$ cat src/rtl/uart_rx_pkg.sv
package uart_rx_pkg;

    localparam int CHAR_W     = 7;
    localparam int OVERSAMPLE = 16;

    typedef enum logic [2:0] {
        RX_IDLE,
        RX_START,
        RX_DATA,
        RX_PAR,
        RX_STOP
    } rx_state_e;

    typedef struct packed {
        logic [CHAR_W-1:0] data;
        logic              par_err;
        logic              frm_err;
    } rx_result_t;

    // 1 when data plus parity bit do not match the selected parity sense
    function automatic logic parity_mismatch(input logic [CHAR_W-1:0] d,
                                             input logic              pbit,
                                             input logic              odd);
        return ((^d) ^ pbit) != odd;
    endfunction

endpackage

$ cat src/rtl/rx_sync.sv
module rx_sync #(
    parameter int STAGES = 2
) (
    input  logic clk,
    input  logic rst,
    input  logic din,
    output logic dout
);
    logic [STAGES-1:0] chain;

    always_ff @(posedge clk) begin
        if (rst) chain <= '1;
        else     chain <= {chain[STAGES-2:0], din};
    end

    assign dout = chain[STAGES-1];
endmodule

$ cat src/rtl/rx_tick_gen.sv
module rx_tick_gen #(
    parameter int CLKS_PER_TICK = 16
) (
    input  logic clk,
    input  logic rst,
    input  logic clr,
    output logic tick
);
    generate
        if (CLKS_PER_TICK <= 1) begin : g_every
            assign tick = ~clr;
        end else begin : g_div
            localparam int CW = $clog2(CLKS_PER_TICK);
            localparam logic [CW-1:0] LAST = CW'(CLKS_PER_TICK - 1);
            logic [CW-1:0] cnt;

            always_ff @(posedge clk) begin
                if (rst || clr)      cnt <= '0;
                else if (cnt == LAST) cnt <= '0;
                else                  cnt <= cnt + 1'b1;
            end

            assign tick = (cnt == LAST) && !clr;
        end
    endgenerate
endmodule

$ cat src/rtl/rx_frame_fsm.sv
module rx_frame_fsm
    import uart_rx_pkg::*;
#(
    parameter int OSR = OVERSAMPLE
) (
    input  logic       clk,
    input  logic       rst,
    input  logic       rx_s,
    input  logic       tick,
    input  logic       odd_sel,
    output logic       tick_clr,
    output logic       done,
    output rx_result_t result
);
    localparam int TW = $clog2(OSR);
    localparam int BW = $clog2(CHAR_W);
    localparam logic [TW-1:0] HALF_LAST = TW'(OSR / 2 - 1);
    localparam logic [TW-1:0] FULL_LAST = TW'(OSR - 1);
    localparam logic [BW-1:0] BIT_LAST  = BW'(CHAR_W - 1);

    rx_state_e         state;
    logic [TW-1:0]     tcnt;
    logic [BW-1:0]     bidx;
    logic [CHAR_W-1:0] shreg;
    logic              pbit;
    logic              prev;
    logic              fall;
    logic              at_mid;

    assign fall     = prev && !rx_s;
    assign tick_clr = (state == RX_IDLE) && fall;
    assign at_mid   = tick && (tcnt == FULL_LAST);

    always_ff @(posedge clk) begin
        if (rst) begin
            state  <= RX_IDLE;
            tcnt   <= '0;
            bidx   <= '0;
            shreg  <= '0;
            pbit   <= 1'b0;
            prev   <= 1'b1;
            done   <= 1'b0;
            result <= '0;
        end else begin
            prev <= rx_s;
            done <= 1'b0;
            if (tick && state != RX_IDLE)
                tcnt <= (tcnt == FULL_LAST) ? '0 : tcnt + 1'b1;
            case (state)
                RX_IDLE: begin
                    if (fall) begin
                        state <= RX_START;
                        tcnt  <= '0;
                    end
                end
                RX_START: begin
                    if (tick && tcnt == HALF_LAST) begin
                        tcnt  <= '0;
                        bidx  <= '0;
                        state <= rx_s ? RX_IDLE : RX_DATA;
                    end
                end
                RX_DATA: begin
                    if (at_mid) begin
                        shreg <= {rx_s, shreg[CHAR_W-1:1]};
                        bidx  <= bidx + 1'b1;
                        if (bidx == BIT_LAST) state <= RX_PAR;
                    end
                end
                RX_PAR: begin
                    if (at_mid) begin
                        pbit  <= rx_s;
                        state <= RX_STOP;
                    end
                end
                RX_STOP: begin
                    if (at_mid) begin
                        done           <= 1'b1;
                        result.data    <= shreg;
                        result.par_err <= parity_mismatch(shreg, pbit, odd_sel);
                        result.frm_err <= !rx_s;
                        state          <= RX_IDLE;
                    end
                end
                default: state <= RX_IDLE;
            endcase
        end
    end
endmodule

$ cat src/rtl/rx_hold.sv
module rx_hold
    import uart_rx_pkg::*;
(
    input  logic       clk,
    input  logic       rst,
    input  logic       load,
    input  rx_result_t din,
    input  logic       ack,
    output logic       valid,
    output rx_result_t dout
);
    always_ff @(posedge clk) begin
        if (rst) begin
            valid <= 1'b0;
            dout  <= '0;
        end else if (load) begin
            valid <= 1'b1;
            dout  <= din;
        end else if (ack && valid) begin
            valid        <= 1'b0;
            dout.par_err <= 1'b0;
            dout.frm_err <= 1'b0;
        end
    end
endmodule

$ cat src/rtl/uart_rx_top.sv
module uart_rx_top
    import uart_rx_pkg::*;
#(
    parameter int CLKS_PER_TICK = 27,
    parameter int SYNC_STAGES   = 2
) (
    input  logic              clk,
    input  logic              rst,
    input  logic              rx_line,
    input  logic              parity_odd,
    input  logic              rx_ack,
    output logic              rx_valid,
    output logic [CHAR_W-1:0] rx_data,
    output logic              rx_par_err,
    output logic              rx_frm_err
);
    logic       rx_s;
    logic       tick;
    logic       tick_clr;
    logic       frame_done;
    rx_result_t frame_res;
    rx_result_t held;

    rx_sync #(.STAGES(SYNC_STAGES)) sync_i (
        .clk (clk),
        .rst (rst),
        .din (rx_line),
        .dout(rx_s)
    );

    rx_tick_gen #(.CLKS_PER_TICK(CLKS_PER_TICK)) tick_i (
        .clk (clk),
        .rst (rst),
        .clr (tick_clr),
        .tick(tick)
    );

    rx_frame_fsm #(.OSR(OVERSAMPLE)) fsm_i (
        .clk     (clk),
        .rst     (rst),
        .rx_s    (rx_s),
        .tick    (tick),
        .odd_sel (parity_odd),
        .tick_clr(tick_clr),
        .done    (frame_done),
        .result  (frame_res)
    );

    rx_hold hold_i (
        .clk  (clk),
        .rst  (rst),
        .load (frame_done),
        .din  (frame_res),
        .ack  (rx_ack),
        .valid(rx_valid),
        .dout (held)
    );

    assign rx_data    = held.data;
    assign rx_par_err = held.par_err;
    assign rx_frm_err = held.frm_err;
endmodule

$ cat config.mk
export PLATFORM = sky130hd
export DESIGN_NAME = uart_rx_top
export DESIGN_NICKNAME = d
export VERILOG_FILES = /design/src/rtl/uart_rx_pkg.sv /design/src/rtl/rx_sync.sv /design/src/rtl/rx_tick_gen.sv /design/src/rtl/rx_frame_fsm.sv /design/src/rtl/rx_hold.sv /design/src/rtl/uart_rx_top.sv
export SDC_FILE = /design/constraint.sdc
export NUM_CORES = 1
export LEC_CHECK = 0
export ABC_AREA = 1
export BUFFER_PORTS_ARGS = -buffer_cell sky130_fd_sc_hd__buf_4
export CAP_MARGIN = 30
export CORE_MARGIN = 3
export CORE_UTILIZATION = 55
export DETAILED_ROUTE_END_ITERATION = 7
export PLACE_DENSITY = 0.78
export SLEW_MARGIN = 20
export SYNTH_ARGS = -nofsm -noshare
export SYNTH_HDL_FRONTEND = slang
export SYNTH_SLANG_ARGS = --single-unit
$ cat constraint.sdc
create_clock -name clk -period 2 [get_ports clk]
set_clock_uncertainty 0.15 [all_clocks]
set_input_delay 0.2 -clock clk [delete_from_list [all_inputs] [get_ports clk]]
set_output_delay 0.2 -clock clk [all_outputs]
set_load 0.05 [all_outputs]
==> flow_summary.ini <==
[route]
drtIter0Drc = 78
postRouteAntennaNets = 0
dr.pass1.iters = 4
drc_errors = 0
route.detailed.wl_per_inst_um = 11.2
via_per_inst = 4.89
wl_um = 3730
vias = 1623

[sta]
setup_violations = 0
clock.fmax_ghz = 0.564
setup_slack_ns = 0.228
setup_tns_ns = 0
hold_viol = 0
rsz0062_at_grt = no
max_slew_margin_pct = 66.1
worstMarginPinSlew_ns = 0.507
post-route-period-util_pct = 88.6
slew_viol_final = 0
holdWs_ns = 0.150
min_period_ns = 1.77

[final_layout]
nets = 295
fin_util_pct = 65.9
drive_gt1_share_pct = 14.3
fillers = 314
antenna_cells = 0
syn_to_final_growth_pct = 12.2

[worst_setup_path]
r2r-start = fsm_i.done$_SDFF_PP0_
cp-start-kind = flop
regToRegSetupSlack_ns = 0.23
r2r-end = hold_i.dout[0]$_SDFFE_PP0P_
arrival_ns = 1.90
cp-end-kind = flop
path_class = reg -> reg
cp.required_ns = 2.12
worstRegToRegCells = 4
cp_max_fo = 17

[global_routing]
grt-ovfl-total = 0
grt_pass1_wl_um = 6220
track_usage_pct = 18.8
grt_pass1_vias = 1503
grt_max_degree = 28
antenna_found_initial = 0

[clock_network]
cts-resized-gates = 0
insertion_delay_ns = 0.37
clk_pin_slew_ns = 0.14
hold_buffers = 5
cts_root_buf = clkbuf_4
cts_tree = yes
cts-buffers-inserted = 5
clock_sinks = 46
clock_path_buffers = 2
postCtsSetupBuffers = 0
cts_htree_levels = 2

[synthesis]
synth_most_common_cell = dfxtp_1
netlist_top_cells_area = dfxtp_1 (46%), nand2_1 (8.4%), a21oi_1 (8.2%), inv_1 (6.9%), o21ai_0 (6.0%)
synth_cell_type_count = 28
synthesis.nets = 274
syn-cell-area_um2 = 2000
ys_ff_latch = 46
synth_common_cells = dfxtp_1 (46), nand2_1 (45), inv_1 (37), a21oi_1 (33), o21ai_0 (24)
synth_top_area_cell = dfxtp_1
yosysWarnings = 0
syn_area_per_cell_um2 = 7.59
netlist.area_leader.share_pct = 45.9
netlist_instances = 264
synth_edf_count = 0
synth_seq_area_share_pct = 45.9
synth_ff_type = dfxtp_1
async_reset_ff_share_pct = 0

[hold_path]
hold_path.startpoint = parity_odd
min_path_cells = 6
worstHoldEndpoint = fsm_i.result[1]$_SDFFE_PP0P_
hold_class = in -> reg

[floorplanning]
start_util_pct = 58.7
fp.dieArea_um2 = 4400
die_h_um = 66.4
rows = 21
ios = 15
die-width_um = 66.4
core_um2 = 3420

[power]
ir_drop_v = 0.000428
powerDensity_nw_per_um2 = 742
leakagePower_nw = 0.966
finalPower_mw = 1.67

[status]
status = finished clean

[placement]
gp_congestion = 0.796
place_ws_ns = 0.272
dpl.hpwl_um = 2550
port_buffers = 14

[job]
maxCapViolations = 0
how the worst max path moves through the flow:
| stage | slack, ns | startpoint | end | cells after the start |
|---|---|---|---|---|
| finish | 0.23 | fsm_i.done$_SDFF_PP0_ | hold_i.dout[0]$_SDFFE_PP0P_ | 4 |
| global route | 0.05 | fsm_i.done$_SDFF_PP0_ | hold_i.dout[0]$_SDFFE_PP0P_ | 4 |
| CTS | 0.22 | fsm_i.tcnt[0]$_SDFF_PP0_ | fsm_i.result[8]$_SDFFE_PP0P_ | 7 |
| detailed placement | 0.27 | fsm_i.tcnt[0]$_SDFF_PP0_ | fsm_i.result[3]$_SDFFE_PP0P_ | 7 |
| global placement | 0.33 | fsm_i.tcnt[0]$_SDFF_PP0_ | fsm_i.result[6]$_SDFFE_PP0P_ | 7 |
| floorplan | 0.47 | tick_i.g_div.cnt[0]$_SDFF_PP0_ | fsm_i.shreg[4]$_SDFFE_PP0P_ | 10 |
routing by layer:
metal	part of all wire (%)	global-route usage (%)
met5	0	0
met2	46	30.5
met3	4.3	5.78
met1	48	22.0
met4	2.0	9.90
sequential cells by signal, indices dropped and copies added, names as in the netlist:
name / cells
sync_i.chain: 2
hold_i.valid: 1
fsm_i.bidx: 3
fsm_i.pbit: 1
fsm_i.tcnt: 4
fsm_i.prev: 1
fsm_i.result: 9
hold_i.dout: 9
tick_i.g_div.cnt: 5
fsm_i.shreg: 7
fsm_i.state: 3
fsm_i.done: 1
cells in the final DEF, fill, tap and decap left out, types with 2 or more instances in the layout:
master and n:
dfxtp_1 46, nand2_1 45, inv_1 37, a21oi_1 33, o21ai_0 24, nor2_1 17
buf_4 15, nand3_1 14, o21ai_1 5, ha_1 5, clkbuf_4 5, dlygate4sd3_1 5
xor2_1 4, inv_2 4, nand2_2 4, or2_2 3, nor3_1 3, nor2_2 2
nor2_4 2, nand4_1 2
kinds of logic (layout without fill, tap and decap cells):
kind of cell               count (synthesis)  count (layout)  share of synthesized area, %
adders and majority gates                  5               5                          3.12
xor gates and xnor gates                   5               5                          2.18
buffers and inverters                     47              69                          9.36
and+or+nand+nor                           95              95                          22.2
AOI/OAI and AO/OA                         66              66                          17.2
DFF                                       46              46                          45.9
layout make-up:
cell class              instances  area, um^2  area share, %
multi-input cells             171         896           39.8
clock buffers                   5        37.5           1.67
flip-flops and latches         46         921           40.9
repair buffers                 20         163           7.23
well taps                      46        57.6           2.56
clock inverters                 3        21.3          0.945
inverters                      41         154           6.84
through the flow:
stage,cells,cell area (um^2)
after floorplan,264,2000
after global placement,319,2140
after detailed placement,319,2140
after CTS,332,2250
after global routing,332,2250
final,332,2250
critical path, cell delays in order (launching register included):
cell	delay [ns]
dfxtp_1	0.66
inv_1	0.14
nand3_1	0.11
a21oi_1	0.06
dlygate4sd3_1	0.55
report_power, final:
part	internal, mW	switching [mW]	total [mW]	leakage (nW)
clock network	0.137	0.309	0.446	0.0312
registers	0.940	0.0294	0.970	0.372
logic	0.0866	0.168	0.254	0.563
No activity file was read; power rests on OpenSTA's default activity.
